**config.mk**
```make
export PLATFORM = sky130hd
export DESIGN_NAME = cop_watchdog
export DESIGN_NICKNAME = d
export VERILOG_FILES = /design/src/rtl/cop_wdog_pkg.sv /design/src/rtl/cop_cfg_lock.sv /design/src/rtl/cop_tick_sync.sv /design/src/rtl/cop_run_gate.sv /design/src/rtl/cop_counter.sv /design/src/rtl/cop_watchdog.sv
export SDC_FILE = /design/constraint.sdc
export NUM_CORES = 1
export LEC_CHECK = 0
export BUFFER_PORTS_ARGS = -buffer_cell sky130_fd_sc_hd__buf_2
export CORE_UTILIZATION = 35
export DETAILED_ROUTE_END_ITERATION = 10
export PLACE_DENSITY = 0.64
export RECOVER_POWER = 25
export SLEW_MARGIN = 20
export SYNTH_ARGS = -nofsm -noshare
export SYNTH_HDL_FRONTEND = slang
export SYNTH_SLANG_ARGS = --single-unit
```
**constraint.sdc**
```tcl
create_clock -name clk -period 2.65 [get_ports clk]
set_clock_uncertainty 0.05 [all_clocks]
set_input_delay 0.3975 -clock clk [delete_from_list [all_inputs] [get_ports clk]]
set_output_delay 0.3975 -clock clk [all_outputs]
set_load 0.005 [all_outputs]
```
**src/rtl/cop_wdog_pkg.sv**
```systemverilog
package cop_wdog_pkg;

  localparam int TSEL_W   = 3;
  localparam int MAX_STEP = 6;
  localparam int CFG_W    = 2 + TSEL_W;

  typedef struct packed {
    logic              en;
    logic              clk_sel;
    logic [TSEL_W-1:0] tsel;
  } cop_cfg_t;

endpackage

```
**src/rtl/cop_cfg_lock.sv**
```systemverilog
module cop_cfg_lock
  import cop_wdog_pkg::*;
#(
  parameter logic [CFG_W-1:0] RST_CFG = 5'b1_0_111
) (
  input  logic             clk,
  input  logic             rst,
  input  logic             wr,
  input  logic [CFG_W-1:0] wdata,
  output cop_cfg_t         cfg
);

  cop_cfg_t cfg_q;
  logic     locked_q;

  always_ff @(posedge clk) begin
    if (rst) begin
      cfg_q    <= cop_cfg_t'(RST_CFG);
      locked_q <= 1'b0;
    end else if (wr && !locked_q) begin
      cfg_q    <= cop_cfg_t'(wdata);
      locked_q <= 1'b1;
    end
  end

  assign cfg = cfg_q;

endmodule

```
**src/rtl/cop_tick_sync.sv**
```systemverilog
module cop_tick_sync #(
  parameter int SYNC_STAGES = 2
) (
  input  logic clk,
  input  logic rst,
  input  logic alt_clk,
  output logic tick
);

  localparam int MSB = SYNC_STAGES - 1;

  logic [SYNC_STAGES-1:0] sync_q;
  logic                   prev_q;
  logic                   tick_q;

  generate
    for (genvar s = 0; s < SYNC_STAGES; s++) begin : g_stage
      if (s == 0) begin : g_first
        always_ff @(posedge clk) begin
          if (rst) sync_q[s] <= 1'b0;
          else     sync_q[s] <= alt_clk;
        end
      end else begin : g_next
        always_ff @(posedge clk) begin
          if (rst) sync_q[s] <= 1'b0;
          else     sync_q[s] <= sync_q[s-1];
        end
      end
    end
  endgenerate

  always_ff @(posedge clk) begin
    if (rst) begin
      prev_q <= 1'b0;
      tick_q <= 1'b0;
    end else begin
      prev_q <= sync_q[MSB];
      tick_q <= sync_q[MSB] & ~prev_q;
    end
  end

  assign tick = tick_q;

endmodule

```
**src/rtl/cop_run_gate.sv**
```systemverilog
module cop_run_gate #(
  parameter int RESTART_TICKS = 3
) (
  input  logic clk,
  input  logic rst,
  input  logic tick,
  input  logic dbg_active,
  input  logic stop_enter,
  input  logic stop_exit,
  output logic run
);

  localparam int DLY_W = $clog2(RESTART_TICKS + 1);

  logic             in_stop_q;
  logic [DLY_W-1:0] dly_q;

  always_ff @(posedge clk) begin
    if (rst) begin
      in_stop_q <= 1'b0;
      dly_q     <= '0;
    end else if (stop_enter) begin
      in_stop_q <= 1'b1;
    end else if (stop_exit && in_stop_q) begin
      in_stop_q <= 1'b0;
      dly_q     <= DLY_W'(RESTART_TICKS);
    end else if (!in_stop_q && dly_q != '0 && tick) begin
      dly_q     <= dly_q - 1'b1;
    end
  end

  assign run = !in_stop_q && (dly_q == '0) && !dbg_active;

endmodule

```
**src/rtl/cop_counter.sv**
```systemverilog
module cop_counter
  import cop_wdog_pkg::*;
#(
  parameter int BASE_LOG2 = 13,
  parameter int CNT_W     = BASE_LOG2 + MAX_STEP
) (
  input  logic              clk,
  input  logic              rst,
  input  logic              en,
  input  logic [TSEL_W-1:0] tsel,
  input  logic              tick,
  input  logic              run,
  input  logic              svc,
  input  logic              stop_clr,
  output logic              req
);

  localparam int CODES = 1 << TSEL_W;

  logic [CNT_W-1:0] term_tbl [CODES];
  logic [CNT_W-1:0] term;
  logic [CNT_W-1:0] cnt_q;
  logic             req_q;

  generate
    for (genvar k = 0; k < CODES; k++) begin : g_term
      localparam int SH = (k > MAX_STEP) ? MAX_STEP : k;
      assign term_tbl[k] = {CNT_W{1'b1}} >> (MAX_STEP - SH);
    end
  endgenerate

  assign term = term_tbl[tsel];

  always_ff @(posedge clk) begin
    if (rst) begin
      cnt_q <= '0;
      req_q <= 1'b0;
    end else begin
      req_q <= 1'b0;
      if (!en || svc || stop_clr) begin
        cnt_q <= '0;
      end else if (run && tick) begin
        if (cnt_q == term) begin
          cnt_q <= '0;
          req_q <= 1'b1;
        end else begin
          cnt_q <= cnt_q + 1'b1;
        end
      end
    end
  end

  assign req = req_q;

endmodule

```
**src/rtl/cop_watchdog.sv**
```systemverilog
module cop_watchdog
  import cop_wdog_pkg::*;
#(
  parameter int               BASE_LOG2     = 13,
  parameter int               SYNC_STAGES   = 2,
  parameter int               RESTART_TICKS = 3,
  parameter logic [CFG_W-1:0] RST_CFG       = 5'b1_0_111
) (
  input  logic             clk,
  input  logic             rst,
  input  logic             alt_clk,
  input  logic             cfg_wr,
  input  logic [CFG_W-1:0] cfg_wdata,
  output logic [CFG_W-1:0] cfg_rdata,
  input  logic             svc_wr,
  input  logic             dbg_active,
  input  logic             stop_enter,
  input  logic             stop_exit,
  output logic             cop_rst_req
);

  localparam int CNT_W = BASE_LOG2 + MAX_STEP;

  cop_cfg_t cfg;
  logic     alt_tick;
  logic     sel_tick;
  logic     run;

  cop_cfg_lock #(.RST_CFG(RST_CFG)) u_cfg (
    .clk   (clk),
    .rst   (rst),
    .wr    (cfg_wr),
    .wdata (cfg_wdata),
    .cfg   (cfg)
  );

  cop_tick_sync #(.SYNC_STAGES(SYNC_STAGES)) u_sync (
    .clk     (clk),
    .rst     (rst),
    .alt_clk (alt_clk),
    .tick    (alt_tick)
  );

  assign sel_tick = cfg.clk_sel ? alt_tick : 1'b1;

  cop_run_gate #(.RESTART_TICKS(RESTART_TICKS)) u_gate (
    .clk        (clk),
    .rst        (rst),
    .tick       (sel_tick),
    .dbg_active (dbg_active),
    .stop_enter (stop_enter),
    .stop_exit  (stop_exit),
    .run        (run)
  );

  cop_counter #(.BASE_LOG2(BASE_LOG2), .CNT_W(CNT_W)) u_cnt (
    .clk      (clk),
    .rst      (rst),
    .en       (cfg.en),
    .tsel     (cfg.tsel),
    .tick     (sel_tick),
    .run      (run),
    .svc      (svc_wr),
    .stop_clr (stop_enter & cfg.en),
    .req      (cop_rst_req)
  );

  assign cfg_rdata = cfg;

endmodule

```
Word level (Yosys, flattened, before mapping)
Memories as Yosys holds them, arrays and structs flattened. Index checks and enable logic that the tools add are counted. Widths: inputs -> output; s select.

$add $sub $neg: 2. Order comparisons: 1. Equal/unequal tests: 1. Mux-type cells: 9. Bitwise operators: 6. Reduce and logical (&&, ||, !) cells: 20.

Operators by type and width (count): $mux 19 (3); $add 19x1->19 const B (1); $eq 19x19->1 (1); $logic_and 1x1->1 (7); $reduce_bool 2->1 (3); $ge 4x4->1 const B (1); $logic_not 1->1 (4); $mux 1 (4); $mux 2 (2); $not 3->4 (1); $not 1->1 (3); $reduce_or 3->1 (1); $and 1x1->1 (2); $logic_not 2->1 (1); $logic_or 1x1->1 (2); $reduce_and 2->1 (1); $reduce_or 2->1 (1); $sub 2x1->2 const B (1).

Register bits after elaboration: 33. Bits in read-only memories: 152. Output and inout bits: 6. Word-level logic and storage cells: 52. Memories kept: 1.

Memory list: (name not given) (depth 8, bits a word 19, rd ports 1, clocked after Yosys merged registers in 0, write ports 0, RTL line cop_counter.sv:32) `assign term = term_tbl[tsel];`.

Longest topological paths before layout
Depth after elaboration: 6. Gate-level depth with buffers: 8. Depth with buffers taken out: 7.

By module
Synthesis repeated with hierarchy kept, for this count alone.

Cell total of the unflattened synthesis: 175. Area total of the unflattened synthesis: 1615.3 sq um.

Modules (own cells, without submodules): cop_counter (times used 1, cells an instance 123, area an instance 1082.3 sq um, seq. area each 400.4 sq um); cop_cfg_lock (times used 1, cells an instance 26, area an instance 250.2 sq um, seq. area each 120.1 sq um); cop_run_gate (times used 1, cells an instance 16, area an instance 158.9 sq um, seq. area each 60.1 sq um); cop_tick_sync (times used 1, cells an instance 8, area an instance 111.4 sq um, seq. area each 80.1 sq um); cop_watchdog (times used 1, cells an instance 2, area an instance 12.5 sq um, seq. area each 0.0 sq um).

Least setup slack after synthesis
No wires, ideal clock.

Kind: register to register. Start point: register u_gate.dly_q[0]. End point: register u_cnt.cnt_q[0]. Setup time: 0.121 ns. Data arrival time: 1.683 ns. Data required time: 2.479 ns. Path slack: 0.797 ns. Stages on the path, launching flop included: 9. Path buffers: 1. Cells stage by stage: dfxtp_1 inv_1 ha_1 nand2b_4 nor4_4 nand4_2 nor4_4 buf_6 nor3_1.

Cells in the longest elaborated chain, start to end: 4.

Ends and longest elaborated chain: start, declared (RTL line cop_run_gate.sv:16) `logic [DLY_W-1:0] dly_q;`; start signal, assigned (RTL line cop_run_gate.sv:26) `dly_q <= DLY_W'(RESTART_TICKS);`; start signal, assigned (RTL line cop_run_gate.sv:28) `dly_q <= dly_q - 1'b1;`; $logic_not 2->1 (RTL line cop_run_gate.sv:32) `assign run = !in_stop_q && (dly_q == '0) && !dbg_active;`; $logic_and 1x1->1 (2 in a row) (RTL line cop_run_gate.sv:32); $logic_and 1x1->1 (RTL line cop_counter.sv:42) `end else if (run && tick) begin`; end signal, assigned (RTL line cop_counter.sv:47) `cnt_q <= cnt_q + 1'b1;`; end, declared (RTL line cop_counter.sv:22) `logic [CNT_W-1:0] cnt_q;`.

No other way between the ends. A chain may end at the register's enable or synchronous reset.

Final worst setup path
Start point: register u_gate.dly_q[0]. End point: register u_cnt.req_q (netlist: u_cnt.req).

Cells in the longest elaborated chain, start to end: 6.

Ends and longest elaborated chain: $logic_not 2->1 (RTL line cop_run_gate.sv:32); $logic_and 1x1->1 (2 in a row) (RTL line cop_run_gate.sv:32); $logic_and 1x1->1 (RTL line cop_counter.sv:42); $not 1->1 (no source line); $reduce_or 3->1 (no source line); end signal, assigned (RTL line cop_counter.sv:37) `req_q <= 1'b0;`; end signal, assigned (RTL line cop_counter.sv:39) `req_q <= 1'b0;`; end signal, assigned (RTL line cop_counter.sv:45) `req_q <= 1'b1;`; end, declared (RTL line cop_counter.sv:23) `logic req_q;`.

No other way between the ends.

==> flow_metrics.py <==
metrics = {
    "floorplan": {
        "rows": 24,
        "start_util": 0.368,
        "core_area_um2": 4380,
        "dieArea_um2": 4890,
        "die_x_um": 69.9,
        "io_pins": 19,
        "die_h_um": 69.9,
    },
    "final_layout": {
        "final_core_util": 0.417,
        "antenna_cells": 0,
        "layout-drive-gt1-share": 0.224,
        "fin_area_um2": 1830,
        "layout_commonest_cell": "dfxtp_1",
        "final_cell_mix": "dfxtp_1 (33), nor3_1 (16), buf_2 (16)",
        "nNetsFinal": 206,
        "areaGrowthSynthToFinish_pct": 13.2,
    },
    "detailed_routing": {
        "first_pass_iters": 4,
        "wirelength_mm": 2.94,
        "route.detailed.drc": 0,
        "routedWlPerCell_um": 12.0,
        "met2_length_mm": 1.35,
        "vias": 1244,
        "wl_met1_mm": 1.42,
        "dr_wl_met3_um": 125,
        "ant_nets": 0,
        "first_iter_violations": 63,
        "top_layer": "met4",
        "vias_per_cell": 5.10,
    },
    "grt": {
        "track_usage": 0.130,
        "grt_max_degree": 18,
        "grt_overflow": 0,
        "grt_pass1_wl_mm": 5.10,
        "antenna_found_initial": 0,
        "grt_pass1_vias": 1177,
    },
    "worst_setup_path": {
        "crit_start": "u_gate.dly_q[0]$_SDFFE_PP0P_",
        "arrival_ns": 2.06,
        "critPathCapture": "u_cnt.req$_SDFF_PP0_",
        "r2r_cells": 8,
        "crit_required_ns": 2.84,
        "end_kind": "flip-flop",
        "r2r_slack_ns": 0.78,
        "r2r-start": "u_gate.dly_q[0]$_SDFFE_PP0P_",
        "cp_max_fo": 15,
        "cp-start-kind": "flip-flop",
        "path_class": "flip-flop to flip-flop",
        "timing.rr.end": "u_cnt.req$_SDFF_PP0_",
    },
    "timing": {
        "slew_headroom": 0.591,
        "holdWs_ns": 0.267,
        "setup_slack_ns": 0.780,
        "final-hold-violation-count": 0,
        "max_freq_ghz": 0.535,
        "rsz0062_at_grt": "false",
        "setup_tns_ns": 0,
        "setup_viol": 0,
        "period_minus_slack_ns": 1.87,
        "maxSlewViolCount": 0,
        "period_share": 0.706,
        "worstMarginPinSlew_ns": 0.613,
    },
    "synthesis": {
        "async_flop_share": 0,
        "yosysUniqueCellTypes": 45,
        "synth_edf_count": 0,
        "syn_avg_cell_area_um2": 9.45,
        "synth_cells": 171,
        "syn-cell-area_um2": 1620,
        "ys.warnings.count": 0,
        "ys_seq_area_frac": 0.409,
        "synthFlopType": "dfxtp_1",
        "synth_nets": 186,
        "synth-seq-cells": 33,
    },
    "clock_tree": {
        "worstSkewPairLatency_ns": 0.28,
        "cts_made_buffers": 5,
        "clock_sinks": 33,
        "clk_pin_slew_ns": 0.07,
        "cts_setup_buffers": 0,
        "cts.path.max_buffers": 2,
        "ctsHoldBuffers": 0,
        "ctsResizeCount": 0,
        "cts-root-buf": "clkbuf_8",
        "cts_tree": "done",
        "ctsHtreeMaxLevel": 2,
    },
    "power_and_ir_drop": {
        "power.leakage_nw": 0.642,
        "pwr_density_cell_nw_per_um2": 533,
        "ir_drop_v": 0.000323,
    },
    "place": {
        "gp_congestion": 0.784,
        "dp_slack_ns": 0.773,
        "io_buffers": 18,
        "placed_cell_area_um2": 1740,
        "place_hpwl_mm": 2.01,
    },
    "run_status": {
        "status": "finished, final reports clean",
    },
    "flow_run": {
        "maxCapViolations": 0,
    },
    "hold_path": {
        "hold_path_class": "input pin to flip-flop",
    },
}
==> critical path, stage by stage, from the launching register on <==
cell      delay (ns)
dfxtp_1         0.32
inv_1           0.06
ha_1            0.20
nand2b_4        0.09
nor4_4          0.28
nand4_2         0.24
nor4_4          0.18
buf_4           0.25
and2_2          0.16
==> power breakdown <==
group	internal, mW	switching (mW)
combinational	0.0388	0.0391
clock	0.181	0.191
sequential	0.509	0.0143
==> how the worst min path moves through the flow <==
stage | startpoint | to | slack [ns] | cells past startpoint
after floorplan | u_sync.prev_q$_SDFF_PP0_ | u_sync.tick$_SDFF_PP0_ | 0.32 | 1
after global placement | u_sync.prev_q$_SDFF_PP0_ | u_sync.tick$_SDFF_PP0_ | 0.33 | 1
after detailed placement | u_sync.prev_q$_SDFF_PP0_ | u_sync.tick$_SDFF_PP0_ | 0.33 | 1
after CTS | cfg_wdata[1] | u_cfg.cfg[1]$_SDFFE_PP1P_ | 0.26 | 2
after global routing | cfg_wdata[1] | u_cfg.cfg[1]$_SDFFE_PP1P_ | 0.27 | 2
final | cfg_wdata[1] | u_cfg.cfg[1]$_SDFFE_PP1P_ | 0.27 | 2
==> cells in the mapped netlist, types with 2 or more instances <==
| cell | n | area [um^2] |
|---|---|---|
| o21ai_0 | 2 | 10.0 |
| o31ai_1 | 3 | 22.5 |
| nor4_4 | 2 | 42.5 |
| nand2_1 | 8 | 30.0 |
| o211ai_1 | 2 | 15.0 |
| buf_6 | 2 | 22.5 |
| nand3_1 | 8 | 40.0 |
| nor2b_1 | 10 | 62.6 |
| nor3b_2 | 2 | 25.0 |
| inv_1 | 7 | 26.3 |
| buf_2 | 2 | 10.0 |
| a21oi_1 | 4 | 20.0 |
| nor3_1 | 16 | 80.1 |
| nand4_1 | 4 | 25.0 |
| nor2_1 | 12 | 45.0 |
| xor2_1 | 9 | 78.8 |
| xnor2_1 | 8 | 70.1 |
| mux2i_1 | 2 | 20.0 |
| o41ai_1 | 2 | 17.5 |
| ha_1 | 2 | 25.0 |
| and3_1 | 2 | 12.5 |
| clkbuf_1 | 3 | 11.3 |
| a211o_1 | 4 | 35.0 |
| dfxtp_1 | 33 | 661 |
| a311oi_1 | 2 | 17.5 |
==> cell type report <==
| cell class | count | area, um^2 |
|---|---|---|
| clock inverters | 3 | 17.5 |
| multi-input cells | 122 | 872 |
| inverters | 7 | 26.3 |
| flip-flops and latches | 33 | 661 |
| clock buffers | 5 | 68.8 |
| fillers | 438 | 2560 |
| repair buffers | 22 | 118 |
| well taps | 52 | 65.1 |
==> kinds of logic after synthesis <==
| family | synth area share |
|---|---|
| adder cells (fa/ha/maj) | 0.0155 |
| multiplexers | 0.0124 |
| buffers and inverters | 0.0511 |
| XOR/XNOR | 0.0922 |
| AND/OR/NAND/NOR | 0.320 |
| flip-flops | 0.409 |
| AO/OA/AOI/OAI | 0.0999 |
==> through the flow <==
| stage | total power, mW | std cells |
|---|---|---|
| floorplan | 0.592 | 171 |
| global placement | 0.612 | 236 |
| detailed placement | 0.613 | 236 |
| CTS | 0.988 | 244 |
| global route | 1.02 | 244 |
| finish | 0.974 | 244 |
==> registers in the layout, indices dropped and copies added, names as in the netlist, 2 cells and up <==
name / cells
u_sync.sync_q: 2
u_cnt.cnt_q: 19
u_cfg.cfg: 5
u_gate.dly_q: 2
==> metal layers <==
| metal | vias to the layer above | track usage |
|---|---|---|
| li1 | 651 | - |
| met1 | 565 | 0.157 |
| met2 | 23 | 0.215 |
| met3 | 5 | 0.0375 |
| met4 | 0 | 0.0533 |
| met5 | - | 0 |
Power figures use the tool's default switching activity.
